$ cat src/rtl/ir_pkg.sv
package ir_pkg;
  localparam int unsigned REG_W = 32;

  typedef enum logic [1:0] {
    SEL_CTRL = 2'd0,
    SEL_MOD  = 2'd1,
    SEL_DEQ  = 2'd2,
    SEL_NONE = 2'd3
  } reg_sel_e;

  // bit positions decoded by software
  localparam int unsigned CTRL_PEND_BIT = 0;
  localparam int unsigned CTRL_EN_BIT   = 1;
  localparam int unsigned DEQ_BUSY_BIT  = 3;
  localparam int unsigned DEQ_HINT_W    = 3;
  localparam int unsigned DEQ_PTR_LSB   = 4;
  localparam int unsigned DEQ_PTR_W     = REG_W - DEQ_PTR_LSB;
  localparam int unsigned MOD_CNT_LSB   = REG_W / 2;
endpackage

$ cat src/rtl/ir_tick_gen.sv
module ir_tick_gen #(
  parameter int unsigned CLKS_PER_TICK = 12
) (
  input  logic clk,
  input  logic rst_n,
  output logic tick_o
);
  localparam int unsigned PRE_W = (CLKS_PER_TICK > 1) ? $clog2(CLKS_PER_TICK) : 1;
  localparam logic [PRE_W-1:0] LAST = PRE_W'(CLKS_PER_TICK - 1);

  logic [PRE_W-1:0] pre_q;

  function automatic logic [PRE_W-1:0] pre_next(input logic [PRE_W-1:0] cur);
    return (cur == LAST) ? '0 : cur + PRE_W'(1);
  endfunction

  always_ff @(posedge clk) begin
    if (!rst_n) pre_q <= '0;
    else        pre_q <= pre_next(pre_q);
  end

  assign tick_o = (pre_q == LAST);


  tick_range_chk: assert property (@(posedge clk) disable iff (!rst_n)
    pre_q <= LAST);
endmodule

$ cat src/rtl/ir_mod_timer.sv
module ir_mod_timer #(
  parameter int unsigned IVAL_W     = 16,
  parameter int unsigned CNT_W      = 16,
  parameter int unsigned IVAL_RESET = 4000
) (
  input  logic              clk,
  input  logic              rst_n,
  input  logic              tick_i,
  input  logic              sw_wr_i,
  input  logic [IVAL_W-1:0] sw_ival_i,
  input  logic [CNT_W-1:0]  sw_cnt_i,
  input  logic              reload_i,
  output logic [IVAL_W-1:0] ival_o,
  output logic [CNT_W-1:0]  cnt_o,
  output logic              expired_o
);
  logic [IVAL_W-1:0] ival_q;
  logic [CNT_W-1:0]  cnt_q;

  function automatic logic [CNT_W-1:0] count_step(input logic [CNT_W-1:0] cur,
                                                  input logic tk);
    return (tk && cur != '0) ? cur - CNT_W'(1) : cur;
  endfunction

  function automatic logic [CNT_W-1:0] reload_val(input logic [IVAL_W-1:0] iv);
    return CNT_W'(iv);
  endfunction

  always_ff @(posedge clk) begin
    if (!rst_n) begin
      ival_q <= IVAL_W'(IVAL_RESET);
      cnt_q  <= '0;
    end else if (sw_wr_i) begin
      ival_q <= sw_ival_i;
      cnt_q  <= sw_cnt_i;
    end else if (reload_i) begin
      cnt_q  <= reload_val(ival_q);
    end else begin
      cnt_q  <= count_step(cnt_q, tick_i);
    end
  end

  assign ival_o    = ival_q;
  assign cnt_o     = cnt_q;
  assign expired_o = (cnt_q == '0);


  cnt_no_rise_chk: assert property (@(posedge clk) disable iff (!rst_n)
    !(sw_wr_i || reload_i) |=> (cnt_q <= $past(cnt_q)));

  cnt_step_chk: assert property (@(posedge clk) disable iff (!rst_n)
    (!sw_wr_i && !reload_i && tick_i && cnt_q != '0) |=> (cnt_q == CNT_W'($past(cnt_q) - 1'b1)));
endmodule

$ cat src/rtl/ir_ctrl.sv
module ir_ctrl
  import ir_pkg::*;
(
  input  logic                  clk,
  input  logic                  rst_n,
  input  logic                  event_post_i,
  input  logic                  expired_i,
  input  logic                  wr_i,
  input  reg_sel_e              wsel_i,
  input  logic [REG_W-1:0]      wdata_i,
  output logic                  pend_o,
  output logic                  en_o,
  output logic                  busy_o,
  output logic                  outst_o,
  output logic [DEQ_HINT_W-1:0] hint_o,
  output logic [DEQ_PTR_W-1:0]  ptr_o,
  output logic                  fire_o,
  output logic                  irq_o
);
  logic pend_q, en_q, busy_q, outst_q, irq_q;
  logic [DEQ_HINT_W-1:0] hint_q;
  logic [DEQ_PTR_W-1:0]  ptr_q;
  logic ctrl_wr, deq_wr, fire;

  function automatic logic may_fire(input logic exp, input logic en,
                                    input logic outst, input logic busy);
    return exp & en & outst & ~busy;
  endfunction

  assign ctrl_wr = wr_i && (wsel_i == SEL_CTRL);
  assign deq_wr  = wr_i && (wsel_i == SEL_DEQ);
  assign fire    = may_fire(expired_i, en_q, outst_q, busy_q);

  always_ff @(posedge clk) begin
    if (!rst_n) begin
      pend_q  <= 1'b0;
      en_q    <= 1'b0;
      busy_q  <= 1'b0;
      outst_q <= 1'b0;
      irq_q   <= 1'b0;
      hint_q  <= '0;
      ptr_q   <= '0;
    end else begin
      outst_q <= event_post_i | (outst_q & ~deq_wr);
      irq_q   <= fire;
      if (fire)                                  pend_q <= 1'b1;
      else if (ctrl_wr && wdata_i[CTRL_PEND_BIT]) pend_q <= 1'b0;
      if (ctrl_wr) en_q <= wdata_i[CTRL_EN_BIT];
      if (fire)                                 busy_q <= 1'b1;
      else if (deq_wr && wdata_i[DEQ_BUSY_BIT]) busy_q <= 1'b0;
      if (deq_wr) begin
        ptr_q  <= wdata_i[REG_W-1:DEQ_PTR_LSB];
        hint_q <= wdata_i[DEQ_HINT_W-1:0];
      end
    end
  end

  assign pend_o  = pend_q;
  assign en_o    = en_q;
  assign busy_o  = busy_q;
  assign outst_o = outst_q;
  assign hint_o  = hint_q;
  assign ptr_o   = ptr_q;
  assign fire_o  = fire;
  assign irq_o   = irq_q;


  fire_effect_chk: assert property (@(posedge clk) disable iff (!rst_n)
    fire |=> (irq_q && pend_q && busy_q));

  irq_single_chk: assert property (@(posedge clk) disable iff (!rst_n)
    irq_q |=> !irq_q);

  post_marks_chk: assert property (@(posedge clk) disable iff (!rst_n)
    event_post_i |=> outst_q);
endmodule

$ cat src/rtl/ir_moderated_interrupter.sv
module ir_moderated_interrupter
  import ir_pkg::*;
#(
  parameter int unsigned CLKS_PER_TICK = 12,
  parameter int unsigned IVAL_W        = 16,
  parameter int unsigned CNT_W         = 16,
  parameter int unsigned IVAL_RESET    = 4000
) (
  input  logic             clk,
  input  logic             rst_n,
  input  logic             event_post_i,
  input  logic             reg_wr_i,
  input  logic [1:0]       reg_wsel_i,
  input  logic [REG_W-1:0] reg_wdata_i,
  input  logic [1:0]       reg_rsel_i,
  output logic [REG_W-1:0] reg_rdata_o,
  output logic             irq_o
);
  reg_sel_e wsel, rsel;
  logic tick, expired, fire, mod_wr;
  logic pend, en, busy, outst;
  logic [IVAL_W-1:0]     ival;
  logic [CNT_W-1:0]      cnt;
  logic [DEQ_HINT_W-1:0] hint;
  logic [DEQ_PTR_W-1:0]  ptr;

  assign wsel   = reg_sel_e'(reg_wsel_i);
  assign rsel   = reg_sel_e'(reg_rsel_i);
  assign mod_wr = reg_wr_i && (wsel == SEL_MOD);

  ir_tick_gen #(.CLKS_PER_TICK(CLKS_PER_TICK)) u_tick (
    .clk(clk), .rst_n(rst_n), .tick_o(tick));

  ir_mod_timer #(.IVAL_W(IVAL_W), .CNT_W(CNT_W), .IVAL_RESET(IVAL_RESET)) u_timer (
    .clk(clk), .rst_n(rst_n), .tick_i(tick), .sw_wr_i(mod_wr),
    .sw_ival_i(reg_wdata_i[IVAL_W-1:0]),
    .sw_cnt_i(reg_wdata_i[MOD_CNT_LSB +: CNT_W]),
    .reload_i(fire), .ival_o(ival), .cnt_o(cnt), .expired_o(expired));

  ir_ctrl u_ctrl (
    .clk(clk), .rst_n(rst_n), .event_post_i(event_post_i), .expired_i(expired),
    .wr_i(reg_wr_i), .wsel_i(wsel), .wdata_i(reg_wdata_i),
    .pend_o(pend), .en_o(en), .busy_o(busy), .outst_o(outst),
    .hint_o(hint), .ptr_o(ptr), .fire_o(fire), .irq_o(irq_o));

  function automatic logic [REG_W-1:0] mod_word(input logic [IVAL_W-1:0] iv,
                                                input logic [CNT_W-1:0] ct);
    logic [REG_W-1:0] w;
    w = '0;
    w[IVAL_W-1:0] = iv;
    w[MOD_CNT_LSB +: CNT_W] = ct;
    return w;
  endfunction

  always_comb begin
    reg_rdata_o = '0;
    case (rsel)
      SEL_CTRL: begin
        reg_rdata_o[CTRL_PEND_BIT] = pend;
        reg_rdata_o[CTRL_EN_BIT]   = en;
      end
      SEL_MOD:  reg_rdata_o = mod_word(ival, cnt);
      SEL_DEQ:  reg_rdata_o = {ptr, busy, hint};
      default:  reg_rdata_o = '0;
    endcase
  end


  irq_cause_chk: assert property (@(posedge clk) disable iff (!rst_n)
    irq_o |-> ($past(expired) && $past(en) && $past(outst)));

  irq_sets_busy_chk: assert property (@(posedge clk) disable iff (!rst_n)
    irq_o |-> (busy && !$past(busy)));
endmodule

$ cat config.mk
export PLATFORM = sky130hd
export DESIGN_NAME = ir_moderated_interrupter
export DESIGN_NICKNAME = d
export VERILOG_FILES = /design/src/rtl/ir_pkg.sv /design/src/rtl/ir_tick_gen.sv /design/src/rtl/ir_mod_timer.sv /design/src/rtl/ir_ctrl.sv /design/src/rtl/ir_moderated_interrupter.sv
export SDC_FILE = /design/constraint.sdc
export NUM_CORES = 1
export LEC_CHECK = 0
export ABC_AREA = 0
export BUFFER_PORTS_ARGS = -buffer_cell sky130_fd_sc_hd__buf_2
export CAP_MARGIN = 20
export CELL_PAD_IN_SITES_DETAIL_PLACEMENT = 1
export CELL_PAD_IN_SITES_GLOBAL_PLACEMENT = 1
export CORE_MARGIN = 4
export CORE_UTILIZATION = 40
export CTS_CLUSTER_SIZE = 12
export DETAILED_ROUTE_END_ITERATION = 6
export PLACE_DENSITY_LB_ADDON = 0.1
export SLEW_MARGIN = 20
export SYNTH_ARGS = -nofsm -noshare
export SYNTH_HDL_FRONTEND = slang
export SYNTH_SLANG_ARGS = --single-unit
$ cat constraint.sdc
create_clock -name clk -period 2.05 [get_ports clk]
set_input_delay 0.5125 -clock clk [delete_from_list [all_inputs] [get_ports clk]]
set_output_delay 0.5125 -clock clk [all_outputs]
set_load 0.01 [all_outputs]
* After elaboration in Yosys (flattened, before gate mapping)
Index checks and enable logic that the tools add are counted.
** Storage, ports and cells
- Logic and storage cells :: 48
- Bits in registers :: 72
** Cells by class
- Multiplexer cells :: 9
- Eq/ne operators :: 5
- $add $sub $neg :: 2
- Bitwise logic cells :: 8
- Reduce and logical (&&, ||, !) cells :: 14
** Operators by type and width (count)
- $pmux W30 S2 :: 1
- $mux W16 :: 3
- $logic_not A16 Y1 :: 1
- $reduce_bool A16 Y1 :: 1
- $sub A16 B1 Y16 const B :: 1
- $logic_and A1 B1 Y1 :: 6
- $pmux W2 S3 :: 1
- $add A4 B1 Y4 const B :: 1
- $and A1 B1 Y1 :: 4
- $eq A2 B1 Y1 const B :: 2
- $eq A2 B2 Y1 const B :: 2
- $eq A4 B4 Y1 const B :: 1
- $logic_not A2 Y1 :: 2
- $mux W1 :: 4
- $reduce_bool A2 Y1 :: 2
- $not A1 Y1 :: 3
- $reduce_bool A3 Y1 :: 1
- $reduce_or A2 Y1 :: 1
- $or A1 B1 Y1 :: 1

* Logic depth before layout (Yosys ltp)
- Depth in word-level cells :: 6
- Gate-level depth with buffers :: 10
- Gate-level depth less buffers :: 8

* Modules after synthesis
Synthesis repeated with hierarchy kept, for this count alone.
** Unflattened totals
- Cells, all modules :: 460
- Area, all modules :: 3940.0 um^2
** By module, submodules not included
- ir_mod_timer :: times used 1, cells each 205, area each 1730.4 um^2
- ir_ctrl :: times used 1, cells each 156, area each 1476.4 um^2
- ir_moderated_interrupter :: times used 1, cells each 81, area each 558.0 um^2
- ir_tick_gen :: times used 1, cells each 18, area each 175.2 um^2

* Least setup slack after synthesis
OpenSTA, ideal clock, no wires.
- Path type :: input port to output port
- Start point :: input port reg_rsel_i[1]
- End point :: output port reg_rdata_o[0]
- Data arrival time :: 1.395 ns
- Path slack :: 0.142 ns
- Data required time :: 1.537 ns
- Stages :: 5
- Buffers on the path :: 1
- Path through :: inv_1 -> ha_1 -> clkbuf_1 -> a222oi_1 -> nor2_1
** Between the ends
- Word-level cells in the longest chain between the ends :: 2
** RTL lines
- start: declaration :: RTL line ir_moderated_interrupter.sv:15 : input logic [1:0] reg_rsel_i,
- $eq A2 B2 Y1 (tied with other cells) :: RTL line ir_moderated_interrupter.sv:57 : case (rsel)
- $pmux W2 S3 (*) :: RTL line ir_moderated_interrupter.sv:57
- end: declaration :: RTL line ir_moderated_interrupter.sv:16 : output logic [REG_W-1:0] reg_rdata_o,
Every way passes the cells marked *; elsewhere a longest branch is shown, timed or not.

* Worst setup path in the final report
- Start point :: input port reg_rsel_i[0]
- End point :: output port reg_rdata_o[0]
Same word-level chain as after synthesis.

==> key figures <==
Finish
  • Register area: 1440 sq um
  • Multi-input gate area: between 2000 and 2500 sq um
  • Final net count: roughly 630
  • Ant. Diodes: 0
  • Layout cell share with drive strength beyond 1: a little under a third
  • # fillers: 1154
  • Final core occ: 55.3%
  • Synthesis-to-finish area growth: 33.6%

GRT
  • Met1 usage: 30.3%
  • Global Route met3 Usage: between 3 and 4%
  • Total grt overflow: 0
  • Total GRT Usage: a little under a quarter
  • Met2 GRT Util: 41.9%
  • GR peak layer: met2
  • Vias in the first global route: around 4100
  • First-pass GRT wire length: 21300 microns
  • Initial antenna violation count: 0
  • Largest net degree at the start of global routing: 42

Timing
  • Fin. Hold Viols: 0
  • Tcrit/Tclk final: around 99%
  • RSZ-0062 raised after global routing: yes
  • Setup-failing EPs final: 0
  • Setup ws final: approximately 0.011 ns
  • Clock skew: 0.0118 ns
  • Worst slew margin: 70.0%
  • Hold WS: 0.372 ns
  • Fin. max-slew vios: 0
  • Slew @ Worst Pin: between 0.4 and 0.5 ns
  • Tmin final: a little over 2 ns
  • Max frequency: 0.491 GHz

Place
  • Post-DP HPWL: ~9300 microns
  • IO buf count: 72
  • GP Congestion: between 0.8 and 0.9
  • Post-Place Worst Slack: -0.182 ns

CTS
  • CTS tree: built
  • Sinks on Clock Net: just over 70
  • Cts bufs inserted: 9
  • CTS root buf: clkbuf_8
  • Clock Latency Late Sink: 0.36 ns
  • CTS clk-pin slew, worst paths: about 0.080 ns
  • Clock buffer depth: 2
  • H-tree levels: 3

Power and ir drop
  • VDD IR-drop max: approximately 0.31 mV
  • Power Density: approximately 660 nW/um^2
  • Static Leak: roughly 2.1 nW

Drt
  • Via count: 3943
  • Routed wire length per instance: 19.0 microns
  • DRT Wirelength: around 14000 microns
  • Post-DR vias/cell: between 5 and 6
  • Detail Route Antenna Nets: 0
  • First-pass iteration count of the detailed router: 4
  • DR DRC count: 0
  • Drt initial violations: roughly 240

Floorplan
  • Core ar.: between 9000 and 10000 sq um
  • Row count: 35
  • Top Ports: between 70 and 80
  • Starting density of the core: 41.4%
  • Die Y: ~110 microns
  • Die Width: between 100 and 150 microns
  • Die Area: between 10000 and 15000 sq um

Synth
  • Yosys cell types: between 50 and 60
  • Number of flops mapped to enable cells by yosys: 0
  • Seq/Total Area, Yosys: a little under two fifths
  • Mapped Cells: roughly 480
  • Async SR Flop Fraction: 0%
  • Yosys reg bits: between 70 and 80
  • Ys Warns: 0
  • Mean Syn Cell Area: around 8.0 sq um
  • Syn Std Cell Area: between 3000 and 4000 sq um
  • Syn_nets: 529
  • Most used DFF post-synth: dfxtp_1

Critical path
  • CP max FO: 5
  • Crit path DAT: about 1.5 ns
  • WS Path Type: input port to output port
  • Startpoint class of the critical path: input port
  • Req. time, crit path: 1.54 ns
  • CP endpoint kind: output port

Outcome
  • Status: finished clean

Hold path
  • Hold Crit Class: input port to flip-flop

Job
  • Max-cap violation count: 0
==> cell usage in the layout (no fill, tap or decap), types with 3 or more instances in the layout <==
cell	netlist	routed
clkinvlp_4	0	3
ha_4	0	4
inv_2	0	3
nand3_1	11	11
buf_4	1	43
buf_12	0	6
nor3_1	7	5
nor2_1	16	14
o22ai_1	4	4
a21boi_0	43	43
nor2_2	1	3
dfxtp_1	72	70
o21ai_1	4	4
buf_2	1	71
clkbuf_8	0	10
a21oi_1	18	16
o21a_1	3	3
buf_6	3	7
a211oi_1	3	3
a22oi_1	30	29
xnor2_1	5	5
o211ai_1	3	3
ha_1	7	3
nand2_1	116	115
nor2b_1	34	33
mux2i_1	3	3
xor2_1	5	5
o41ai_2	0	3
o21ai_0	14	14
==> cells by family (layout without fill, tap and decap cells) <==
kind of cell / after synthesis / in the layout / synth area share, %
flip-flops: 72 / 72 / 37.4
adder cells (fa/ha/maj): 7 / 7 / 2.27
buffers and inverters: 40 / 148 / 4.90
AND/OR/NAND/NOR: 215 / 215 / 28.2
XOR/XNOR: 10 / 10 / 2.27
AO/OA/AOI/OAI: 135 / 135 / 24.2
multiplexers: 3 / 3 / 0.778
==> cell type report <==
class	instances	area share, %
inverters	4	0.388
flip-flops and latches	72	28.0
multi-input cells	370	46.7
well taps	129	3.13
clock buffers	10	2.67
clock inverters	5	1.12
repair buffers	129	18.0
==> worst max-delay path, stage by stage <==
cell and delay, ns:
buf_12 0.09, inv_6 0.04, ha_4 0.19, buf_12 0.15
a222oi_1 0.31, nor2_1 0.08, buf_2 0.15
==> Yosys cell counts (all sizes together), types with 4 or more instances <==
cell / instances / area share, %
a21oi: 18 / 2.3
or3: 4 / 0.78
nor4b: 5 / 1.3
xor2: 5 / 1.1
nor2b: 34 / 5.5
nand2: 118 / 12
nor3: 7 / 0.91
clkbuf: 30 / 2.9
a22oi: 30 / 5.8
buf: 6 / 1.6
nor2: 18 / 2.0
o41ai: 4 / 0.91
a21boi: 43 / 8.4
ha: 7 / 2.3
o22ai: 4 / 0.65
o21ai: 18 / 2.3
nand3: 12 / 1.9
xnor2: 5 / 1.1
dfxtp: 72 / 37
inv: 4 / 0.39
==> path summary, 6_finish.rpt <==
path / slack, ns / cells past startpoint / to / from
max: 0.01 / 7 / reg_rdata_o[0] / reg_rsel_i[0]
min: 0.37 / 3 / u_timer.ival_o[8]$_SDFFE_PN1P_ / reg_wdata_i[8]
max reg2reg: 0.02 / 8 / u_timer.cnt_o[3]$_SDFFE_PN0P_ / u_timer.cnt_o[1]$_SDFFE_PN0P_
min reg2reg: 0.44 / 1 / u_tick.pre_q[0]$_SDFF_PP0_ / u_tick.pre_q[0]$_SDFF_PP0_
==> per-stage QoR <==
step | total power, W | cells | setup TNS (ns) | area (sq um)
floorplan | 0.00189 | 482 | 0 | 3860
global placement | 0.00212 | 694 | -0.186 | 4620
detailed placement | 0.00215 | 694 | -2.43 | 4620
CTS | 0.00335 | 714 | 0 | 4950
global route | 0.00355 | 719 | -0.229 | 5150
finish | 0.00341 | 719 | 0 | 5150
==> state kept, by name, indices dropped and copies added, names as in the netlist <==
name	count
u_timer.cnt_o	16
u_ctrl.outst_o	1
u_ctrl.pend_o	1
u_ctrl.ptr_o	28
u_ctrl.en_o	1
u_timer.ival_o	16
u_ctrl.irq_o	1
u_ctrl.busy_o	1
u_ctrl.hint_o	3
u_tick.pre_q	4
==> layer usage <==
metal	vias up	part of all wire, %
li1	1895	-
met1	1944	45
met2	85	49
met5	-	0
met4	0	1.8
met3	19	3.4
==> report_power, final <==
part | internal [W] | switching, W
registers | 0.00145 | 0.0000575
clock network | 0.000586 | 0.000573
logic | 0.000348 | 0.000390
total | 0.00239 | 0.00102
==> what timing repair did <==
item,4_1_cts,5_1_grt
endpoints found under the hold margin,0,0
hold buffers,0,0
setup buffers,4,3
setup endpoints to repair,43,40
gates resized for setup,18,31
pin swaps,8,13
gates cloned,1,2
Power figures use the tool's default switching activity.
